### src/rtl/pfu_pkg.sv
package pfu_pkg;
  localparam int RIGHTS_W = 3;
  localparam int CODE_W   = 4;
  localparam int IDX_W    = 3;
  localparam int FSR_W    = IDX_W + 5;
  localparam logic [RIGHTS_W-1:0] RT_R   = 3'b001;
  localparam logic [RIGHTS_W-1:0] RT_W   = 3'b010;
  localparam logic [RIGHTS_W-1:0] RT_X   = 3'b100;
  localparam logic [RIGHTS_W-1:0] RT_ALL = 3'b111;
  localparam logic [CODE_W-1:0] CODE_OK   = 4'd0;
  localparam logic [CODE_W-1:0] CODE_PROT = 4'd8;
  localparam logic [CODE_W-1:0] CODE_PRIV = 4'd12;
  typedef logic [RIGHTS_W-1:0] rights_t;
endpackage

### src/rtl/pfu_access_check.sv
module pfu_access_check
  import pfu_pkg::*;
(
  input  logic [1:0]        kind_i,
  input  logic              sup_i,
  input  logic [2:0]        perm_i,
  input  logic              modified_i,
  input  logic              nofault_i,
  output logic [IDX_W-1:0]  idx_o,
  output logic [CODE_W-1:0] code_o,
  output logic              override_o,
  output rights_t           rights_o
);
  rights_t lvl_rights, need;
  logic    is_wr, is_fe, priv_viol;

  assign is_wr = kind_i[0];
  assign is_fe = kind_i[1];
  assign idx_o = {is_wr, is_fe, sup_i};

  always_comb begin
    unique case (perm_i)
      3'd0: lvl_rights = RT_R;
      3'd1: lvl_rights = RT_R | RT_W;
      3'd2: lvl_rights = RT_R | RT_X;
      3'd3: lvl_rights = RT_ALL;
      3'd4: lvl_rights = RT_X;
      3'd5: lvl_rights = sup_i ? (RT_R | RT_W) : RT_R;
      3'd6: lvl_rights = sup_i ? (RT_R | RT_X) : '0;
      default: lvl_rights = sup_i ? RT_ALL : '0;
    endcase
  end

  always_comb begin
    need = '0;
    if (is_wr) need |= RT_W;
    if (is_fe) need |= RT_X;
    if (!is_wr && !is_fe) need |= RT_R;
  end

  assign priv_viol = !sup_i && (perm_i[2:1] == 2'b11);

  always_comb begin
    if (priv_viol)                    code_o = CODE_PRIV;
    else if ((need & ~lvl_rights) != '0) code_o = CODE_PROT;
    else                              code_o = CODE_OK;
  end

  // user faults are waved through in no-fault mode
  assign override_o = nofault_i && !sup_i && (code_o != CODE_OK);
  assign rights_o   = override_o ? RT_ALL
                                 : (lvl_rights & ~(modified_i ? '0 : RT_W));
endmodule

### src/rtl/pfu_boot_map.sv
module pfu_boot_map
  import pfu_pkg::*;
#(
  parameter int              VA_W      = 32,
  parameter int              BOOT_BITS = 19,
  parameter logic [VA_W-1:0] BOOT_BASE = 32'hFFD0_0000
) (
  input  logic [VA_W-1:0] va_i,
  input  logic [1:0]      kind_i,
  input  logic            boot_i,
  output logic [VA_W-1:0] pa_o,
  output rights_t         rights_o
);
  localparam int HI_W = VA_W - BOOT_BITS;
  logic redirect;

  assign redirect = boot_i && (kind_i == 2'b10);
  assign pa_o     = redirect ? (BOOT_BASE | {{HI_W{1'b0}}, va_i[BOOT_BITS-1:0]}) : va_i;
  assign rights_o = redirect ? (RT_R | RT_X) : RT_ALL;
endmodule

### src/rtl/pfu_fault_regs.sv
module pfu_fault_regs
  import pfu_pkg::*;
#(
  parameter int VA_W      = 32,
  parameter int PAGE_BITS = 12
) (
  input  logic              clk_i,
  input  logic              rst_ni,
  input  logic              log_i,
  input  logic              clr_i,
  input  logic [IDX_W-1:0]  idx_i,
  input  logic [CODE_W-1:0] code_i,
  input  logic [VA_W-1:0]   va_i,
  output logic [FSR_W-1:0]  fsr_o,
  output logic [VA_W-1:0]   far_o
);
  logic [FSR_W-1:0] base, rec;

  assign base = clr_i ? '0 : fsr_o;

  always_comb begin
    rec = (base != '0) ? FSR_W'(1) : '0;
    rec = rec | {idx_i, 5'b0} | FSR_W'(code_i) | FSR_W'(2);
  end

  always_ff @(posedge clk_i or negedge rst_ni) begin
    if (!rst_ni) begin
      fsr_o <= '0;
      far_o <= '0;
    end else begin
      fsr_o <= log_i ? rec : base;
      if (log_i) far_o <= {va_i[VA_W-1:PAGE_BITS], {PAGE_BITS{1'b0}}};
    end
  end
endmodule

### src/rtl/perm_fault_unit.sv
module perm_fault_unit
  import pfu_pkg::*;
#(
  parameter int              VA_W      = 32,
  parameter int              PAGE_BITS = 12,
  parameter int              BOOT_BITS = 19,
  parameter logic [VA_W-1:0] BOOT_BASE = 32'hFFD0_0000
) (
  input  logic            clk_i,
  input  logic            rst_ni,
  input  logic            req_valid_i,
  input  logic            phys_i,
  input  logic            boot_i,
  input  logic [1:0]      kind_i,
  input  logic            sup_i,
  input  logic [2:0]      perm_i,
  input  logic            modified_i,
  input  logic            nofault_i,
  input  logic [VA_W-1:0] va_i,
  input  logic [VA_W-1:0] pa_i,
  output logic [2:0]      rights_o,
  output logic            fault_o,
  output logic [3:0]      fault_code_o,
  output logic [VA_W-1:0] pa_o,
  input  logic            reg_rd_i,
  input  logic            reg_sel_i,
  output logic [VA_W-1:0] reg_rdata_o
);
  logic [IDX_W-1:0]  idx;
  logic [CODE_W-1:0] chk_code;
  logic              ovr, log_en, clr_en;
  rights_t           chk_rights, boot_rights;
  logic [VA_W-1:0]   boot_pa, far_q;
  logic [FSR_W-1:0]  fsr_q;

  pfu_access_check u_chk (
    .kind_i(kind_i), .sup_i(sup_i), .perm_i(perm_i), .modified_i(modified_i),
    .nofault_i(nofault_i), .idx_o(idx), .code_o(chk_code),
    .override_o(ovr), .rights_o(chk_rights)
  );

  pfu_boot_map #(.VA_W(VA_W), .BOOT_BITS(BOOT_BITS), .BOOT_BASE(BOOT_BASE)) u_boot (
    .va_i(va_i), .kind_i(kind_i), .boot_i(boot_i),
    .pa_o(boot_pa), .rights_o(boot_rights)
  );

  assign log_en = req_valid_i && !phys_i && (chk_code != CODE_OK);
  assign clr_en = reg_rd_i && !reg_sel_i;

  pfu_fault_regs #(.VA_W(VA_W), .PAGE_BITS(PAGE_BITS)) u_regs (
    .clk_i(clk_i), .rst_ni(rst_ni), .log_i(log_en), .clr_i(clr_en),
    .idx_i(idx), .code_i(chk_code), .va_i(va_i), .fsr_o(fsr_q), .far_o(far_q)
  );

  assign rights_o     = phys_i ? boot_rights : chk_rights;
  assign fault_code_o = phys_i ? CODE_OK : chk_code;
  assign fault_o      = log_en && !ovr;
  assign pa_o         = phys_i ? boot_pa : pa_i;
  assign reg_rdata_o  = reg_sel_i ? far_q : {{(VA_W-FSR_W){1'b0}}, fsr_q};
endmodule

### config.mk
export PLATFORM = sky130hd
export DESIGN_NAME = perm_fault_unit
export DESIGN_NICKNAME = d
export VERILOG_FILES = /design/src/rtl/pfu_pkg.sv /design/src/rtl/pfu_access_check.sv /design/src/rtl/pfu_boot_map.sv /design/src/rtl/pfu_fault_regs.sv /design/src/rtl/perm_fault_unit.sv
export SDC_FILE = /design/constraint.sdc
export NUM_CORES = 1
export LEC_CHECK = 0
export ABC_AREA = 1
export BUFFER_PORTS_ARGS = -buffer_cell sky130_fd_sc_hd__buf_2
export CAP_MARGIN = 5
export CORE_UTILIZATION = 43
export CTS_CLUSTER_DIAMETER = 150
export DETAILED_ROUTE_END_ITERATION = 8
export PLACE_DENSITY = 0.95
export SYNTH_ARGS = -nofsm -noshare
export SYNTH_HDL_FRONTEND = slang
export SYNTH_SLANG_ARGS = --single-unit
### constraint.sdc
create_clock -name clk_i -period 2.2 [get_ports clk_i]
set_clock_uncertainty 0.1 [all_clocks]
set_input_delay 0.33 -clock clk_i [delete_from_list [all_inputs] [get_ports clk_i]]
set_output_delay 0.33 -clock clk_i [all_outputs]
set_load 0.1 [all_outputs]
Word level (Yosys, flattened, before mapping). Index checks and enable logic that the tools add are counted.

Muxes and demuxes: 20. Bitwise operators: 6. Reduce and logical (&&, ||, !) cells: 19. Eq/ne operators: 8.

Operators with widths (count): 32-bit two-way mux (3); 3-bit case mux with 7 select lines (1); 8-bit two-way mux (2); 3-bit two-way mux (5); 4-bit two-way mux (3); 3-bit equality test (second input constant) (3); 1-bit logical AND (9); 2-bit two-way mux (4); 8-bit by 4-bit bitwise OR with 8-bit output (1); 8-bit bitwise OR (1); 8-bit nonzero test (1); 3-bit bitwise AND (2); 3-bit by 2-bit equality test with 1-bit output (second input constant) (2); 1-bit zero test (6); 3-bit NOT (2); 2-bit equality test (second input constant) (2); 4-bit nonzero test (1); 3-bit by 1-bit equality test with 1-bit output (second input constant) (1); 3-bit zero test (1); 3-bit nonzero test (1); 1-bit two-way mux (2).

Input port bits: 79. Logic and storage cells: 55. Register bits: 28.

Longest topological paths before layout. Gate-level depths: netlist of run 1.

Depth after elaboration: 11. Gate-level depth with buffers: 9. Mapped depth without buffers: 9.

By module. A second synthesis of run 1 with hierarchy kept.

Cells, all modules: 429. Area total of the unflattened synthesis: 2462.4 sq um.

By module, submodules not included: pfu_fault_regs (seq. area each 700.7 sq um, area each 1178.6 sq um, cells each 138, instances 1); perm_fault_unit (seq. area each 0.0 sq um, area each 840.8 sq um, cells each 208, instances 1); pfu_boot_map (seq. area each 0.0 sq um, area each 291.5 sq um, cells each 53, instances 1); pfu_access_check (seq. area each 0.0 sq um, area each 151.4 sq um, cells each 30, instances 1).

Worst setup path before layout of run 1. Ideal clock, no wire load.

Path type: input -> output. Start: input port phys_i. End: output port pa_o[14]. Path slack: -1112 ps. Arrival time: 2882 ps. Required time: 1770 ps. Stages: 4. Path through: buf_2 > inv_1 > clkbuf_1 > o21ai_0.

Cells in the longest elaborated chain, start to end: 1.

Ends and longest elaborated chain: from (decl) (RTL line perm_fault_unit.sv:12) `input logic phys_i,`; 32-bit two-way mux (RTL line perm_fault_unit.sv:58) `assign pa_o = phys_i ? boot_pa : pa_i;`; to (decl) (RTL line perm_fault_unit.sv:24) `output logic [VA_W-1:0] pa_o,`.

No other way between the ends.

Worst setup path after layout of run 1.
Start: input port kind_i[0]. End: output port pa_o[27].

Cells in the longest elaborated chain, start to end: 4.

Ends and longest elaborated chain: from (decl) (RTL line perm_fault_unit.sv:14) `input logic [1:0] kind_i,`; 2-bit equality test (RTL line pfu_boot_map.sv:17) `assign redirect = boot_i && (kind_i == 2'b10);`; 1-bit logical AND (RTL line pfu_boot_map.sv:17); 32-bit two-way mux (RTL line pfu_boot_map.sv:18) `assign pa_o = redirect ? (BOOT_BASE | {{HI_W{1'b0}}, va_i[BOOT_BITS-1:0]}) : va_i;`; 32-bit two-way mux (RTL line perm_fault_unit.sv:58).

No other way between the ends.

==> metrics.md, run 1 <==
| Metric | Value |
|---|---|
| Via count | 2315 |
| Final setup viols | 0 |
| Vias in the first global route | 2338 |
| Initial core utilization | 45.1% |
| Most frequent cells in the layout | buf_2, nand2_1, inv_1 |
| Outcome | finished clean |
| Slew Viols, Final | 0 |
| DP Wirelength | 4.79 mm |
| Final nets | 523 |
| Starting DRT DRC Count | 125 |
| Width of the die | 69.8 um |
| Leak | 1.99 nW |
| Clock root cell | clkbuf_8 |
| Height of the die | 69.8 um |
| Post-route ant nets | 0 |
| RSZ-0062 raised after global routing | no |
| Vias per inst | 4.68 |
| Clock transition at the registers of the reported paths | 0.09 ns |
| Pwr Total | 2.46 mW |
| # diodes | 0 |
| DRC | 0 |
| Max-slew headroom | 59.5% |
| First-pass GRT wire length | 9.60 mm |
| F_max | 509 MHz |
| Slowest CP cell | buf_2 |
| Ports | 151 |
| Worst min path class | input pin to flop |
| Placed Area | 3130 um2 |
| Worst VDD drop | 0.417 mV |
| Crit. End Element | output pin |
| I/O Buffers | 144 |
| CTS Buffer Depth | 2 |
| Final Cycle Share | 89.4% |
| MaxCap Viol Count | 0 |
| Synth unique cells | 20 |
| Reg area | 701 um2 |
| Core box area | 4380 um2 |
| Sequential-to-total area share from yosys stat | 35.4% |
| Pre-Repair DR Iteration Count | 4 |
| CP Launch Type | input pin |
| Worst Hold Slack | 0.216 ns |
| Worst skew pair latency | 0.27 ns |
| Tmin final | 1.97 ns |
| Cells after Synth | 305 |
| Commonest non-fill, non-tap cell in the layout | buf_2 |
| Buf/Inv on CP | 4 |
| Final Hold Viols | 0 |
| Final instance area | 3200 um2 |
| Largest net degree at the start of global routing | 51 |
| CTS tree | yes |
| Crit Path Class | input pin to output pin |
| Synth Cell Area | 1980 um2 |
| H-tree levels | 1 |
| Layout cells sized above 1 | 44.7% |
| Global route overflow | 0 |
| #FFs+latches synth | 28 |
| CP Cell Sequence | buf_2 > inv_1 > nand3_1 > nand2_1 > inv_1 > a21oi_1 > buf_2 |
| Die ar. | 4870 um2 |
| Synth top area share | 35.4% |
| Largest cells by area after synthesis | dfrtp_1, nand2_1, inv_1 |
| Final WL | 5.88 mm |
| FILL cells | 343 |
| PD cells | 769 nW/um2 |
| Routability cong. | 0.842 |
| GRT Overall Usage | 24.3% |
| Setup Buffers After CTS | 0 |
| Worst slew pin tran | 0.608 ns |
| Family with the most delay on the worst path | buffers and inverters |
| Critical Path RT | 1.77 ns |
| CTS resizes | 0 |
| Crit path DAT | 1.54 ns |
| Largest area contributor in the netlist | dfrtp_1 |
| Slowest stage delay, CP | 0.44 ns |
| Warnings, synthesis | 0 |
| Worst-path maximum fanout | 11 |
| Initial antenna violation count | 0 |
| Row Count | 24 |
| Wirelength per Cell | 11.9 um |
| Multi-input gate area | 987 um2 |
| Synthesis-to-finish area growth | 61.7% |
| Cts bufs inserted | 3 |
| Syn avg cell area | 6.48 um2 |
| Total clock sinks | 28 |
-- cell usage after synthesis --
cell type    n
nand2_1    109
inv_1       57
nor2_1      33
dfrtp_1     28
o21ai_2     21
a21oi_1     11
o21ai_0     11
buf_4        6
clkbuf_1     6
nand3_1      5
buf_2        4
buf_6        4
nand4_1      2
o21ai_1      2
buf_12       1
conb_1       1
inv_2        1
nand2_2      1
nand2_4      1
nand3_2      1
-- metrics by stage --
stage	instances	utilization (%)	setup slack (ns)	TNS (ns)
final	495	72.9	0.234	0
after global routing	495	72.9	0.144	0
after CTS	495	72.9	0.237	0
after detailed placement	490	71.4	0.241	0
after global placement	490	71.4	0.293	0
after floorplan	310	-	-0.537	-4.75
-- area by class of cell --
type,instances,share of cell area [%]
clock buffer,4,1.72
tap,52,2.04
timing repair buffer,150,36.6
inverter,58,6.81
sequential,28,21.9
multi-input combinational,203,30.9
-- per-layer routing --
metal / global-route usage, % / vias up / wire length (um)
li1: - / 1164 / -
met1: 23.8 / 1024 / 2100
met5: 0 / - / 0
met3: 3.63 / 12 / 386
met2: 50.5 / 115 / 3280
met4: 7.78 / 0 / 118
-- power by group --
| group | leakage [nW] | internal (mW) | switching (mW) |
|---|---|---|---|
| Sequential | 0.354 | 0.604 | 0.0447 |
| Combinational | 1.61 | 0.358 | 1.14 |
| Clock | 0.0288 | 0.160 | 0.151 |
| Total | 1.99 | 1.12 | 1.34 |
-- registers in the layout, summed over array words and instances, names as in the netlist --
register      count
u_regs.far_o     20
u_regs.fsr_o      8
-- worst reg2reg max path: cells and delay by family (launching register included) --
kind,cells,cell delay (ns)
AND/OR/NAND/NOR,5,0.42
flip-flops,1,0.37
buffers and inverters,1,0.09
-- what timing repair did --
item | in CTS | in global routing
setup endpoints to repair | 0 | 0
hold buffers | 1 | 0
hold endpoints to repair | 28 | 0
-- worst paths after layout --
kind,from,endpoint,slack [ns],cells past startpoint
hold / removal,kind_i[1],u_regs.fsr_o[6]$_DFF_PN0_,0.22,3
setup / recovery,kind_i[0],pa_o[27],0.23,7
setup reg to reg,u_regs.fsr_o[2]$_DFF_PN0_,u_regs.fsr_o[0]$_DFF_PN0_,1.12,6
hold reg to reg,u_regs.far_o[26]$_DFFE_PN0P_,u_regs.far_o[26]$_DFFE_PN0P_,0.39,2
max in group asynchronous,rst_ni,u_regs.far_o[15]$_DFFE_PN0P_,1.10,2
min in group asynchronous,rst_ni,u_regs.far_o[26]$_DFFE_PN0P_,0.50,2
-- cell families (layout without fill, tap and decap cells) --
group | Yosys count | in the layout | share of synthesized area (%)
compound gates | 45 | 45 | 15.4
buf+inv | 79 | 212 | 18.7
flops | 28 | 28 | 35.4
other cells | 1 | 6 | 0.190
simple gates | 152 | 152 | 30.3
Note: power is estimated with default switching activity, not from simulation.
==> run 2: changes to the inputs <==
--- a/config.mk
+++ b/config.mk
@@ -8,10 +8,11 @@
 export ABC_AREA = 1
 export BUFFER_PORTS_ARGS = -buffer_cell sky130_fd_sc_hd__buf_2
 export CAP_MARGIN = 5
-export CORE_UTILIZATION = 43
+export CORE_MARGIN = 4
+export CORE_UTILIZATION = 40
 export CTS_CLUSTER_DIAMETER = 150
 export DETAILED_ROUTE_END_ITERATION = 8
-export PLACE_DENSITY = 0.95
+export PLACE_DENSITY = 0.9
 export SYNTH_ARGS = -nofsm -noshare
 export SYNTH_HDL_FRONTEND = slang
 export SYNTH_SLANG_ARGS = --single-unit
==> constraint.sdc (replaced) <==
create_clock -name clk_i -period 2 [get_ports clk_i]
set_clock_uncertainty 0.1 [all_clocks]
set_input_delay 0.3 -clock clk_i [delete_from_list [all_inputs] [get_ports clk_i]]
set_output_delay 0.3 -clock clk_i [all_outputs]
set_load 0.1 [all_outputs]
==> metrics.md, run 2 (synthesized netlist as in run 1, its figures left out) <==
| Metric | Value |
|---|---|
| Crit path DAT | 1.40 ns |
| Global route overflow | 0 |
| Commonest non-fill, non-tap cell in the layout | nand2_1 |
| GR met1 Demand/Resource | 23.4% |
| Setup_tns | 0 ns |
| Pwr Total | 2.95 mW |
| Worst VDD drop | 0.365 mV |
| Family with the most delay on the worst path | simple AND/OR/NAND/NOR gates |
| MaxCap Viol Count | 0 |
| Worst slew pin tran | 0.620 ns |
| Most Frequent Cell on Critical Path | nand2_1 |
| Most frequent cells in the layout | nand2_1, buf_2, inv_1, buf_12, dfrtp_1 |
| Slowest stage delay, CP | 0.18 ns |
| DRC | 0 |
| Width of the die | 78.3 um |
| Worst-path maximum fanout | 3 |
| CP Cell Sequence | buf_2 > nor2_4 > nand2_2 > nand2_2 > nand2_1 > nand3_2 > nand2_2 > nand2_1 > nand2_1 > nand2_1 > buf_12 |
| Layout cells sized above 1 | 46.8% |
| I/O Buffers | 144 |
| Crit. End Element | output pin |
| Ports | 151 |
| Buf/Inv on CP | 2 |
| Largest register FFs | 20 |
| Total clock sinks | 28 |
| Worst min path class | input pin to flop |
| Slowest CP cell | buf_12 |
| Top Registers | u_regs.far_o x20, u_regs.fsr_o x8 |
| FF-to-FF Start | u_regs.fsr_o[2]$_DFF_PN0_ |
| Setup Buffers After CTS | 0 |
| Initial antenna violation count | 0 |
| Clock root cell | clkbuf_8 |
| Vias per inst | 4.55 |
| Most flop-heavy register | u_regs.far_o |
| Via count | 2326 |
| DP Wirelength | 5.90 mm |
| Largest net degree at the start of global routing | 30 |
| Final instance area | 3790 um2 |
| Cts bufs inserted | 3 |
| Critical Path RT | 1.60 ns |
| Hold Path Stages | 3 |
| Final setup viols | 0 |
| Placed Area | 3740 um2 |
| RSZ-0062 raised after global routing | no |
| Final nets | 525 |
| Routability cong. | 0.813 |
| H-tree levels | 1 |
| Post-route ant nets | 0 |
| Hold Crit Endpoint | u_regs.far_o[12]$_DFFE_PN0P_ |
| Initial core utilization | 41.6% |
| Tmin final | 1.80 ns |
| CTS tree | yes |
| Starting DRT DRC Count | 93 |
| Util after Layout | 79.8% |
| Core box area | 4750 um2 |
| Outcome | finished clean |
| CTS Buffer Depth | 2 |
| R2R cell count | 6 |
| Pre-Repair DR Iteration Count | 4 |
| Die ar. | 6130 um2 |
| Max-slew headroom | 58.7% |
| Row Count | 25 |
| GRT Overall Usage | 22.4% |
| Vias in the first global route | 2464 |
| Slew Viols, Final | 0 |
| Global-route met2 utilization | 44.1% |
| First-pass GRT wire length | 10.9 mm |
| F_max | 555 MHz |
| Final Cycle Share | 90.1% |
| Synthesis-to-finish area growth | 92.0% |
| FF-to-FF End | u_regs.fsr_o[0]$_DFF_PN0_ |
| Hold path start | va_i[12] |
| Reg2reg setup slack | 0.93 ns |
| Height of the die | 78.3 um |
| CP Launch Type | input pin |
| Global-route track usage on met3 | 4.13% |
| # diodes | 0 |
| Final Hold Viols | 0 |
| Gr busiest metal | met2 |
| Final WL | 6.79 mm |
| Clock transition at the registers of the reported paths | 0.09 ns |
| Wirelength per Cell | 13.3 um |
| Worst skew pair latency | 0.26 ns |
| Leak | 2.14 nW |
| Crit Path Class | input pin to output pin |
| PD cells | 776 nW/um2 |
[run 2: changes by cell type in the layout (fill, tap and decap cells not counted), sizes merged]
cell    before  now
buf        149  151
clkbuf       4    3
[run 2: layout make-up]
type                    instances  area, um2
well taps                      67       83.8
inverters                      58        220
flip-flops and latches         28        701
multi-input cells             203       1110
repair buffers                152       1640
clock buffers                   3       41.3
fillers                       325        960
[run 2: repair_timing]
item                                    in CTS  in global routing
endpoints found under the setup margin       0                  0
resized for setup                            0                  0
hold buffers                                 1                  0
hold endpoints to repair                    28                  0
[run 2: per-stage QoR]
| stage | std cells | setup slack (ns) | hold WS, ns |
|---|---|---|---|
| 2_1_floorplan | 310 | -0.512 | -0.0956 |
| 3_3_place_gp | 507 | 0.303 | 0.238 |
| 3_5_place_dp | 507 | 0.204 | 0.250 |
| 4_1_cts | 511 | 0.195 | 0.202 |
| 5_1_grt | 511 | 0.103 | 0.205 |
| 6_report | 511 | 0.197 | 0.206 |
[run 2: worst max path at each step]
stage,start,endpoint,slack [ns],depth (start not counted)
2_1_floorplan,phys_i,pa_o[14],-0.51,4
3_3_place_gp,perm_i[0],rights_o[1],0.30,11
3_5_place_dp,perm_i[0],rights_o[1],0.20,11
4_1_cts,perm_i[0],rights_o[1],0.19,11
5_1_grt,perm_i[0],rights_o[1],0.10,11
6_report,perm_i[0],rights_o[1],0.20,11
[run 2: tightest hold or removal path, stage by stage]
cell     delay [ns]
buf_2          0.09
inv_1          0.08
o21ai_2        0.06
[run 2: routing by layer]
metal | vias to the layer above | wire length, um
li1 | 1167 | -
met1 | 1038 | 2450
met2 | 107 | 3710
met3 | 14 | 461
met4 | 0 | 167
met5 | - | 0
[run 2: power by group]
part | leakage [nW] | total (mW) | internal (mW) | switching (mW)
logic | 1.77 | 1.94 | 0.614 | 1.32
registers | 0.354 | 0.716 | 0.664 | 0.0520
clock network | 0.0216 | 0.293 | 0.135 | 0.159
==> run 3: changes to the inputs <==
--- a/config.mk
+++ b/config.mk
@@ -12,6 +12,7 @@
 export CORE_UTILIZATION = 40
 export CTS_CLUSTER_DIAMETER = 150
 export DETAILED_ROUTE_END_ITERATION = 8
+export GPL_TIMING_DRIVEN = 0
 export PLACE_DENSITY = 0.9
 export SYNTH_ARGS = -nofsm -noshare
 export SYNTH_HDL_FRONTEND = slang
==> metrics.md, run 3 (synthesized netlist as in run 1, its figures left out) <==
| Metric | Value |
|---|---|
| Outcome | finished clean |
| Critical Path RT | 1.60 ns |
| Slowest CP cell | buf_2 |
| Slowest stage delay, CP | 0.42 ns |
| Wirelength per Cell | 12.2 um |
| Hold path start | kind_i[1] |
| First-pass GRT wire length | 10.0 mm |
| Most frequent cells in the layout | buf_2, nand2_1, inv_1 |
| Most flop-heavy register | u_regs.far_o |
| Via count | 2316 |
| Vias per inst | 4.41 |
| Final WL | 6.42 mm |
| Core box area | 4750 um2 |
| Crit path DAT | 1.53 ns |
| F_max | 518 MHz |
| Routed wl met2 | 3.43 mm |
| Pre-Repair DR Iteration Count | 6 |
| Width of the die | 78.3 um |
| Worst min path class | input pin to flop |
| # diodes | 0 |
| DRT met1 WL | 2.42 mm |
| Top Registers | u_regs.far_o x20, u_regs.fsr_o x8 |
| Critical path origin | phys_i |
| Worst-path maximum fanout | 10 |
| Final setup viols | 0 |
| Reg2reg setup slack | 0.94 ns |
| GRT Overall Usage | 20.4% |
| I/O Buffers | 143 |
| Global route overflow | 0 |
| Ports | 151 |
| RSZ-0062 raised after global routing | no |
| Clock root cell | clkbuf_8 |
| CP Launch Type | input pin |
| CTS tree | yes |
| Worst skew pair latency | 0.27 ns |
| Worst slew pin tran | 0.612 ns |
| CP Cell Sequence | buf_2 > inv_1 > clkbuf_2 > nand2_1 > nand2_1 > buf_2 |
| Dpl cells | 520 |
| Met3 routed WL | 495 um |
| Non-filler instance count after layout | 525 |
| Final Cycle Share | 96.5% |
| Uppermost routed layer | met4 |
| Largest register FFs | 20 |
| DRC | 0 |
| Die ar. | 6130 um2 |
| Worst slack at placement | -0.178 ns |
| Worst Hold Slack | 0.188 ns |
| Starting DRT DRC Count | 68 |
| H-tree levels | 1 |
| PD cells | 839 nW/um2 |
| Worst VDD drop | 0.375 mV |
| Largest net degree at the start of global routing | 29 |
| Final worst slack | 0.0708 ns |
| MaxCap Viol Count | 0 |
| Final Hold Viols | 0 |
| Final nets | 538 |
| Setup Buffers After CTS | 0 |
| Vias in the first global route | 2295 |
| Family with the most delay on the worst path | buffers and inverters |
| Row Count | 25 |
| Commonest non-fill, non-tap cell in the layout | buf_2 |
| DP Wirelength | 5.33 mm |
| Cts bufs inserted | 3 |
| Tmin final | 1.93 ns |
| Initial core utilization | 41.6% |
| Leak | 1.97 nW |
| Initial antenna violation count | 0 |
| FF-to-FF Start | u_regs.fsr_o[7]$_DFF_PN0_ |
| Crit. End Element | output pin |
| Synthesis-to-finish area growth | 60.9% |
| Post-route ant nets | 0 |
| Total clock sinks | 28 |
| Routability cong. | 0.808 |
| Buf/Inv on CP | 4 |
| Crit Path Class | input pin to output pin |
| CTS Buffer Depth | 2 |
| Slew Viols, Final | 0 |
| Clock transition at the registers of the reported paths | 0.09 ns |
| Height of the die | 78.3 um |
| Layout cells sized above 1 | 47.8% |
| Max-slew headroom | 59.2% |
[run 3: timing repair]
action | 4_1_cts | 5_1_grt
hold buffers | 1 | 0
resized for setup | 28 | 21
pin swaps | 0 | 0
gates cloned | 0 | 0
setup endpoints to repair | 26 | 20
endpoints found under the hold margin | 28 | 0
[run 3: through the flow]
| stage | power (mW) | utilization, % | setup TNS (ns) | instance area, um2 |
|---|---|---|---|---|
| after floorplan | 2.00 | - | -3.52 | 2190 |
| after global placement | 2.25 | 62.8 | -2.69 | 2990 |
| after detailed placement | 2.28 | 62.8 | -3.24 | 2990 |
| after CTS | 2.66 | 65.9 | 0 | 3130 |
| after global routing | 2.78 | 66.9 | 0 | 3180 |
| final | 2.67 | 66.9 | 0 | 3180 |
[run 3: final cells by class]
type | instances | area, um2
Fill cell | 417 | 1570
Multi-Input combinational cell | 203 | 1110
Timing Repair Buffer | 144 | 851
Sequential cell | 28 | 701
Inverter | 58 | 220
Buffer | 21 | 161
Tap cell | 67 | 83.8
Clock buffer | 4 | 55.1
[run 3: per-layer routing]
metal | vias up | global-route usage [%]
li1 | 1197 | -
met2 | 105 | 40.0
met5 | - | 0
met1 | 1006 | 22.6
met3 | 8 | 3.21
met4 | 0 | 5.42
[run 3: tightest hold or removal path: stages]
cell and delay (ns):
buf_2 0.12, nand2_1 0.06, nand2_1 0.05
[run 3: worst paths after layout]
kind	end	depth (start not counted)
max in group asynchronous	u_regs.far_o[29]$_DFFE_PN0P_	2
max	pa_o[0]	6
min in group asynchronous	u_regs.far_o[12]$_DFFE_PN0P_	2
max reg2reg	u_regs.fsr_o[0]$_DFF_PN0_	6
min reg2reg	u_regs.far_o[23]$_DFFE_PN0P_	2
min	u_regs.fsr_o[6]$_DFF_PN0_	3
[run 3: where the power goes]
group,switching (mW),internal [mW]
registers,0.0504,0.664
clock network,0.172,0.176
logic,1.26,0.344
